## config.mk

```make
export PLATFORM = sky130hd
export DESIGN_NAME = lsu_unit
export DESIGN_NICKNAME = d
export VERILOG_FILES = /design/src/rtl/lsu_pkg.sv /design/src/rtl/lsu_agen.sv /design/src/rtl/lsu_store_align.sv /design/src/rtl/lsu_load_extend.sv /design/src/rtl/lsu_unit.sv
export SDC_FILE = /design/constraint.sdc
export NUM_CORES = 1
export LEC_CHECK = 0
export BUFFER_PORTS_ARGS = -buffer_cell sky130_fd_sc_hd__buf_4
export CAP_MARGIN = 20
export CORE_MARGIN = 4
export CORE_UTILIZATION = 37
export CTS_CLUSTER_SIZE = 30
export DETAILED_ROUTE_END_ITERATION = 6
export HOLD_SLACK_MARGIN = 0.03
export PLACE_DENSITY = 0.78
export SKIP_LAST_GASP = 1
export SLEW_MARGIN = 20
export SYNTH_ARGS = -nofsm -noshare
export SYNTH_HDL_FRONTEND = slang
export SYNTH_SLANG_ARGS = --single-unit
```

## constraint.sdc

```tcl
create_clock -name clk -period 2.7 [get_ports clk]
set_input_delay 0.405 -clock clk [delete_from_list [all_inputs] [get_ports clk]]
set_output_delay 0.405 -clock clk [all_outputs]
set_load 0.05 [all_outputs]
```

## src/rtl/lsu_pkg.sv

```systemverilog
// Package: shared operation codes and helpers for the load/store unit.
// Assumes a 3-bit operation field; codes 5..7 are unused and mean no access.
package lsu_pkg;

    typedef enum logic [2:0] {
        OP_LW  = 3'd0,
        OP_LB  = 3'd1,
        OP_LBU = 3'd2,
        OP_SW  = 3'd3,
        OP_SB  = 3'd4
    } lsu_op_e;

    // True for any of the three read operations.
    function automatic logic op_is_load(input logic [2:0] op);
        return (op == OP_LW) || (op == OP_LB) || (op == OP_LBU);
    endfunction

    // True for either write operation.
    function automatic logic op_is_store(input logic [2:0] op);
        return (op == OP_SW) || (op == OP_SB);
    endfunction

endpackage

```

## src/rtl/lsu_agen.sv

```systemverilog
// Module: effective address generator.
// Adds a base value to a displacement sign-extended to the address width.
// Assumes OFF_W <= ADDR_W; the sum wraps modulo 2^ADDR_W.
module lsu_agen #(
    parameter int ADDR_W = 32,
    parameter int OFF_W  = 16
) (
    input  logic [ADDR_W-1:0] base_i,
    input  logic [OFF_W-1:0]  off_i,
    output logic [ADDR_W-1:0] addr_o
);
    localparam int EXT_W = ADDR_W - OFF_W;

    logic [ADDR_W-1:0] off_ext;

    // Sign-extend the displacement and add it to the base.
    always_comb begin
        off_ext = {{EXT_W{off_i[OFF_W-1]}}, off_i};
        addr_o  = base_i + off_ext;
    end
endmodule

```

## src/rtl/lsu_store_align.sv

```systemverilog
// Module: store lane steering.
// Produces the byte enables and lane-aligned write data for word and byte stores.
// Assumes little-endian lanes; byte stores replicate the low source byte to all lanes.
module lsu_store_align #(
    parameter int DATA_W = 32
) (
    input  logic                        word_i,
    input  logic                        byte_i,
    input  logic [$clog2(DATA_W/8)-1:0] lane_i,
    input  logic [DATA_W-1:0]           src_i,
    output logic [DATA_W/8-1:0]         be_o,
    output logic [DATA_W-1:0]           wdata_o
);
    localparam int LANES  = DATA_W / 8;
    localparam int LANE_W = $clog2(LANES);

    for (genvar g = 0; g < LANES; g++) begin : g_lane
        // Enable lane g for a word store, or for a byte store addressed to it.
        always_comb begin
            be_o[g] = word_i | (byte_i & (lane_i == LANE_W'(g)));
            wdata_o[g*8 +: 8] = word_i ? src_i[g*8 +: 8] : src_i[7:0];
        end
    end
endmodule

```

## src/rtl/lsu_load_extend.sv

```systemverilog
// Module: load result formatter.
// Picks the addressed byte of the read word and sign- or zero-extends it;
// word loads pass the read word through.
// Assumes lane and mode were captured in the request cycle.
module lsu_load_extend #(
    parameter int DATA_W = 32
) (
    input  logic                        word_i,
    input  logic                        signed_i,
    input  logic [$clog2(DATA_W/8)-1:0] lane_i,
    input  logic [DATA_W-1:0]           rdata_i,
    output logic [DATA_W-1:0]           data_o
);
    logic [7:0] sel_byte;

    // Select the lane and extend it as the captured mode requires.
    always_comb begin
        sel_byte = rdata_i[lane_i*8 +: 8];
        if (word_i)
            data_o = rdata_i;
        else if (signed_i)
            data_o = {{(DATA_W-8){sel_byte[7]}}, sel_byte};
        else
            data_o = {{(DATA_W-8){1'b0}}, sel_byte};
    end
endmodule

```

## src/rtl/lsu_unit.sv

```systemverilog
// Module: load/store unit top.
// Drives a single-cycle synchronous memory port and returns extended load
// data with a valid strobe one cycle after each load request.
// Assumes the memory returns read data exactly one cycle after mem_en with
// mem_we low, and that writes land on the clock edge of the request.
module lsu_unit #(
    parameter int DATA_W = 32,
    parameter int OFF_W  = 16
) (
    input  logic                clk,
    input  logic                rst_n,
    input  logic                req_valid,
    input  logic [2:0]          req_op,
    input  logic [DATA_W-1:0]   base_val,
    input  logic [OFF_W-1:0]    offset,
    input  logic [DATA_W-1:0]   store_data,
    output logic [DATA_W-1:0]   mem_addr,
    output logic                mem_en,
    output logic                mem_we,
    output logic [DATA_W/8-1:0] mem_be,
    output logic [DATA_W-1:0]   mem_wdata,
    input  logic [DATA_W-1:0]   mem_rdata,
    output logic                load_valid,
    output logic [DATA_W-1:0]   load_data
);
    import lsu_pkg::*;

    localparam int LANES  = DATA_W / 8;
    localparam int LANE_W = $clog2(LANES);

    logic              is_load;
    logic              is_store;
    logic [LANES-1:0]  st_be;
    logic              ld_word_q;
    logic              ld_signed_q;
    logic [LANE_W-1:0] ld_lane_q;

    lsu_agen #(.ADDR_W(DATA_W), .OFF_W(OFF_W)) u_agen (
        .base_i (base_val),
        .off_i  (offset),
        .addr_o (mem_addr)
    );

    // Decode the request into access kind.
    always_comb begin
        is_load  = req_valid & op_is_load(req_op);
        is_store = req_valid & op_is_store(req_op);
        mem_en   = is_load | is_store;
        mem_we   = is_store;
        mem_be   = is_store ? st_be : '0;
    end

    lsu_store_align #(.DATA_W(DATA_W)) u_store (
        .word_i  (req_op == OP_SW),
        .byte_i  (req_op == OP_SB),
        .lane_i  (mem_addr[LANE_W-1:0]),
        .src_i   (store_data),
        .be_o    (st_be),
        .wdata_o (mem_wdata)
    );

    // Capture load mode and lane for the cycle the read data returns.
    always_ff @(posedge clk) begin
        if (!rst_n) begin
            load_valid  <= 1'b0;
            ld_word_q   <= 1'b0;
            ld_signed_q <= 1'b0;
            ld_lane_q   <= '0;
        end else begin
            load_valid  <= is_load;
            ld_word_q   <= (req_op == OP_LW);
            ld_signed_q <= (req_op == OP_LB);
            ld_lane_q   <= mem_addr[LANE_W-1:0];
        end
    end

    lsu_load_extend #(.DATA_W(DATA_W)) u_extend (
        .word_i   (ld_word_q),
        .signed_i (ld_signed_q),
        .lane_i   (ld_lane_q),
        .rdata_i  (mem_rdata),
        .data_o   (load_data)
    );

    // Assertions on port behaviour over time.
    AST_LOAD_STROBE: assert property (@(posedge clk) disable iff (!rst_n)
        (req_valid && op_is_load(req_op)) |=> load_valid);
    AST_NO_STRAY_STROBE: assert property (@(posedge clk) disable iff (!rst_n)
        (!(req_valid && op_is_load(req_op))) |=> !load_valid);
    AST_WRITE_LANES: assert property (@(posedge clk) disable iff (!rst_n)
        mem_we |-> (mem_be == '1 || $countones(mem_be) == 1));
    AST_READ_NO_BE: assert property (@(posedge clk) disable iff (!rst_n)
        (mem_en && !mem_we) |-> (mem_be == '0));
    AST_ILLEGAL_IDLE: assert property (@(posedge clk) disable iff (!rst_n)
        (req_valid && req_op > 3'd4) |-> !mem_en);
    AST_UNSIGNED_TOP: assert property (@(posedge clk) disable iff (!rst_n)
        (req_valid && req_op == OP_LBU) |=> (load_data[DATA_W-1:8] == '0));
endmodule

```

==> results of run 1 <==
==> layer usage <==
| metal | global-route usage | vias to the layer above | routed length, um |
|---|---|---|---|
| met2 | 0.602 | 254 | 8020 |
| met3 | 0.0446 | 68 | 1150 |
| met1 | 0.337 | 2144 | 5500 |
| li1 | - | 2176 | - |
| met4 | 0.108 | 0 | 745 |
| met5 | 0 | - | 0 |
==> power by group through the flow <==
stage / Clock [mW] / Combinational [mW] / Sequential [mW]
2_1_floorplan: 0 / 1.23 / 0.0822
3_3_place_gp: 0 / 1.89 / 0.0881
3_5_place_dp: 0 / 1.93 / 0.0889
4_1_cts: 0.137 / 2.09 / 0.0878
5_1_grt: 0.146 / 2.31 / 0.0893
6_report: 0.141 / 2.21 / 0.0880
==> critical path, delay by kind of cell <==
family | cells | cell delay (ns)
adder cells (fa/ha/maj) | 1 | 0.42
AND/OR/NAND/NOR | 5 | 1.15
buffers and inverters | 2 | 0.29
AO/OA/AOI/OAI | 2 | 0.31
==> path summary, 6_finish.rpt <==
path	slack, ns	startpoint	to
max	-0.29	base_val[8]	mem_addr[28]
min	0.40	req_op[0]	ld_word_q
==> timing repair <==
action                     in CTS  in global routing
pin swaps                      31                 27
setup endpoints to repair      20                 20
gates resized for setup        91                 38
setup buffers                   8                  7
gates cloned                    0                  0
==> flip-flops by register name, summed over array words and instances, names as in the netlist <==
signal       flops
ld_signed_q      1
load_valid       1
ld_word_q        1
ld_lane_q        2
==> metrics by stage <==
| step | area (um^2) | util | instances | power (mW) |
|---|---|---|---|---|
| 3_3_place_gp | 5390 | 0.743 | 834 | 1.98 |
| 6_report | 6200 | 0.855 | 851 | 2.44 |
| 5_1_grt | 6200 | 0.855 | 851 | 2.55 |
| 4_1_cts | 5980 | 0.825 | 846 | 2.31 |
| 2_1_floorplan | 3100 | - | 455 | 1.31 |
| 3_5_place_dp | 5390 | 0.743 | 834 | 2.01 |
==> synth_stat cells (all sizes together) (4+ instances only) <==
library cell  count
a21o              6
ha               31
and3              4
xor2             13
dfxtp             5
nor2b            12
nand4             7
xnor2            16
inv              12
nor3              9
o21bai            5
nand2           130
and2              4
a21oi            43
clkbuf           20
nand3             9
o21ai            37
nor2             20
a211oi            5
buf              13
mux2              8
a22oi             7
==> cells by family after synthesis <==
kind of cell | share of synthesized area
buffers and inverters | 0.0744
AND/OR/NAND/NOR | 0.355
XOR/XNOR | 0.0916
AO/OA/AOI/OAI | 0.255
adder cells (fa/ha/maj) | 0.147
flip-flops | 0.0361
multiplexers | 0.0406
==> final cells by class <==
| cell class | instances | area [um^2] |
|---|---|---|
| clock buffers | 4 | 45.0 |
| fillers | 415 | 1050 |
| inverters | 12 | 45.0 |
| multi-input cells | 405 | 3330 |
| flip-flops and latches | 5 | 100 |
| well taps | 99 | 124 |
| repair buffers | 326 | 2560 |
==> impl_metrics.ini, run 1 <==
[die]
die-height_um = 94.6
start_util = 0.382
std_cell_rows = 31
dieArea_um2 = 8950
core_um2 = 7250
die_w_um = 94.6
pin_count = 221

[detailed_routing]
wl_per_cell_um = 18.1
via_per_inst = 5.45
wirelength_um = 15400
antenna_left = 0
via_count = 4642
firstDrtPassIters = 5
drt_iter0_drc = 199
drcViolationCount = 0

[global_route]
grt_pass1_vias = 4619
grt_pass1_wl_um = 22400
grtUsageTotal = 0.310
grt_start_max_net_pins = 26
antenna_found_initial = 0
grt_overflow = 0

[synth]
synth_largest_area_cell = nand2_1
synth.avg_cell_area_um2 = 6.10
synth_edf_count = 0
synth_area_um2 = 2770
ys_seq_area_frac = 0.0361
synthTopCellsByArea = nand2_1 18%, ha_1 14%, a21oi_1 7.8%, o21ai_0 6.1%, xnor2_1 5.1%
synth_ff_type = dfxtp_1
synth_top_area_share = 0.176
syn-num-nets = 605
yosys.cell_types.count = 51
yosys_register_bits = 5
yosys_warnings = 0
synthArstFlopShare = 0
syn_inst = 455

[critical_path]
cp.arrival_ns = 2.58
start_kind = input port
required_ns = 2.30
path_cells = buf_4 -> ha_2 -> nand3_1 -> nor3b_2 -> o21ai_2 -> a21oi_2 -> nor2_2 -> or4_1 -> nand4_1 -> buf_6
crit_slowest_cell = or4_1
crit_fanout = 5
critical_path_class = input port to primary output
end_kind = primary output
cp_slowest_stage_delay_ns = 0.48

[flow_run]
max_cap_viol_count = 0

[timing]
period_share = 1.11
rsz0062_at_grt = true
hold_slack_ns = 0.397
fmax_mhz = 335
slew_viol_final = 0
fin_ws_ns = -0.286
setup-tns-final_ns = -1.60
slew_headroom = 0.611
setup_viol_count_final = 13
worst_slew_pin_slew_ns = 0.577
hold_violations = 0
post-route-min-period_ns = 2.99

[run_status]
status = finished with violations
violations = negative setup slack

[power_and_ir_drop]
p_sw_mw = 1.36
powerDensity_nw_per_um2 = 394
combPwrFrac = 0.906
switching_share = 0.555
p_seq_frac = 0.036
p_int_mw = 1.09
clkPwrFrac = 0.058
peakVddDrop_uv = 276
p_leak_nw = 3.08

[layout]
final_common_cell = buf_4
syn_to_final_growth_pct = 124
fin_nets = 903
drive_above_1_share = 0.600
final_cell_mix = 298 x buf_4, 128 x nand2_1, 26 x buf_6
n_antenna_cell = 0

[hold_path]
worstHoldPathType = input port to register
worstHoldPathCells = 2

[placed_design]
gp_congestion = 0.922
hpwl_um = 11000
dpl_worst_slack_ns = -0.359
io_buffer_count = 220

[clock_network]
clock_path_buffers = 2
clkSinkCount = 5
cts_buffers = 3
htree_levels = 1
path_clk_slew_ns = 0.04
cts_root_buf = clkbuf_8
ctsHoldBuffers = 0
cts_tree = built
(Power assumes the default switching activity.)
==> run 2: changes to the inputs <==
--- a/config.mk
+++ b/config.mk
@@ -9,6 +9,7 @@
 export CAP_MARGIN = 20
 export CORE_MARGIN = 4
 export CORE_UTILIZATION = 37
+export CTS_BUF_LIST = sky130_fd_sc_hd__clkbuf_4 sky130_fd_sc_hd__clkbuf_8
 export CTS_CLUSTER_SIZE = 30
 export DETAILED_ROUTE_END_ITERATION = 6
 export HOLD_SLACK_MARGIN = 0.03
==> constraint.sdc (replaced) <==
create_clock -name clk -period 2.7 [get_ports clk]
set_input_delay 0.405 -clock clk [delete_from_list [all_inputs] [get_ports clk]]
set_output_delay 0.405 -clock clk [all_outputs]
set_load 0.1 [all_outputs]
==> run 2 against run 1 <==
Effect of this change:
- the flow finishes with violations (design-rule violations, negative setup slack)
- first-iteration DRC count grew to 2.7 times the previous value
- worst setup slack lost 0.54 ns
- final cell count rose by 0.12%
- clock-buffer cell count stayed put
- via count increased by 11%
- sequential share of layout area is 0.13 points lower
- hold slack worse by 0.020 ns
- critical endpoint unchanged
==> impl_metrics.ini, run 2 (same netlist as run 1, synthesis figures left out) <==
[run_status]
status = finished with violations
violations = design-rule violations, negative setup slack

[layout]
largest-register = ld_lane_q
syn_to_final_growth_pct = 143
seqCellArea_um2 = 100
final_core_util = 0.928
final_cell_mix = 290 x buf_4, 129 x nand2_1, 26 x a21oi_1
n_antenna_cell = 0
multiInputGateArea_um2 = 3590
largest_reg_flops = 2
nFillCells = 277
fin_nets = 904
drive_above_1_share = 0.615
postLayoutCellArea_um2 = 6730
final_common_cell = buf_4

[detailed_routing]
firstDrtPassIters = 7
antenna_left = 0
drt_iter0_drc = 537
drcViolationCount = 28
wirelength_um = 19800
via_per_inst = 6.02
via_count = 5130
wl_per_cell_um = 23.2

[hold_path]
worstHoldPathType = input port to register

[flow_run]
max_cap_viol_count = 0

[die]
dieArea_um2 = 8950
pin_count = 221
die_w_um = 94.6
die-height_um = 94.6
start_util = 0.382
core_um2 = 7250
std_cell_rows = 31

[global_route]
antenna_found_initial = 2
top_usage_layer = met2
use_met2 = 0.670
grt_start_max_net_pins = 26
grt_util_met3 = 0.0884
grtUsageTotal = 0.352
grt_pass1_vias = 4933
met1_usage = 0.348
grt_pass1_wl_um = 24600
grt_overflow = 0

[timing]
rsz0062_at_grt = true
post-route-min-period_ns = 3.52
fmax_mhz = 284
slew_headroom = 0.328
period_share = 1.31
fin_ws_ns = -0.824
hold_violations = 0
worst_slew_pin_slew_ns = 0.997
slew_viol_final = 0
setup_viol_count_final = 18

[power_and_ir_drop]
peakVddDrop_uv = 370
powerDensity_nw_per_um2 = 525
p_leak_nw = 3.25

[clock_network]
cts_root_buf = clkbuf_8
cts_tree = built
path_clk_slew_ns = 0.04
cts_buffers = 3
htree_levels = 1
clock_path_buffers = 2
clkSinkCount = 5

[placed_design]
placed_cell_area_um2 = 5800
dpl_worst_slack_ns = -0.377
io_buffer_count = 220
hpwl_um = 11200
gp_congestion = 0.874

[critical_path]
path_delay_family = simple AND/OR/NAND/NOR gates
end_kind = primary output
critical_path_class = input port to primary output
crit_slowest_cell = nor3_1
critPathBufInv = 4
crit_fanout = 6
cp.arrival_ns = 3.12
required_ns = 2.30
start_kind = input port
path_cells = buf_16 -> buf_6 -> ha_2 -> buf_4 -> and3_1 -> nand2_1 -> nor3_1 -> o21ai_0 -> nand4_1 -> buf_12
cp_slowest_stage_delay_ns = 0.78
-- run 2: changes by cell type in the layout (fill, tap and decap cells not counted), moves of 4 or more --
cell / previous run / this run
buf_12: 1 / 21
buf_6: 26 / 12
buf_4: 298 / 290
xor2_4: 3 / 11
xnor2_1: 8 / 2
xnor2_4: 3 / 9
a21oi_2: 17 / 12
o21ai_2: 7 / 11
xor2_1: 4 / 0
xor2_2: 6 / 2
-- run 2: worst paths after layout --
check	startpoint	cells after the start	slack, ns	end
max	offset[15]	10	-0.82	mem_addr[28]
min	req_op[0]	2	0.38	ld_word_q
-- run 2: layout make-up --
cell class | instances | area share
multi-input cells | 405 | 0.534
flip-flops and latches | 5 | 0.0149
clock buffers | 4 | 0.00725
well taps | 99 | 0.0184
inverters | 12 | 0.00725
repair buffers | 327 | 0.419
-- run 2: through the flow --
| stage | total power [mW] | hold slack [ns] | setup TNS [ns] | cells |
|---|---|---|---|---|
| floorplan | 2.12 | 0.481 | -4.33 | 455 |
| global placement | 2.80 | 0.607 | -3.67 | 835 |
| detailed placement | 2.83 | 0.610 | -4.34 | 835 |
| CTS | 3.28 | 0.378 | -0.930 | 845 |
| global route | 3.63 | 0.389 | -5.47 | 852 |
| finish | 3.53 | 0.377 | -4.58 | 852 |
-- run 2: layer usage --
metal,wire length [um],up-vias
li1,-,2183
met1,5990,2336
met2,9620,413
met3,2380,194
met4,1750,4
met5,29,-
-- run 2: what timing repair did --
item,CTS,global route
gates cloned,1,0
hold buffers,0,0
setup endpoints to repair,22,23
pin swaps,41,29
resized for setup,113,41
setup buffers,5,7
hold endpoints to repair,0,0
-- run 2: power by group --
part	internal (mW)	switching, mW
sequential	0.0785	0.00463
combinational	1.14	2.15
clock	0.112	0.0431
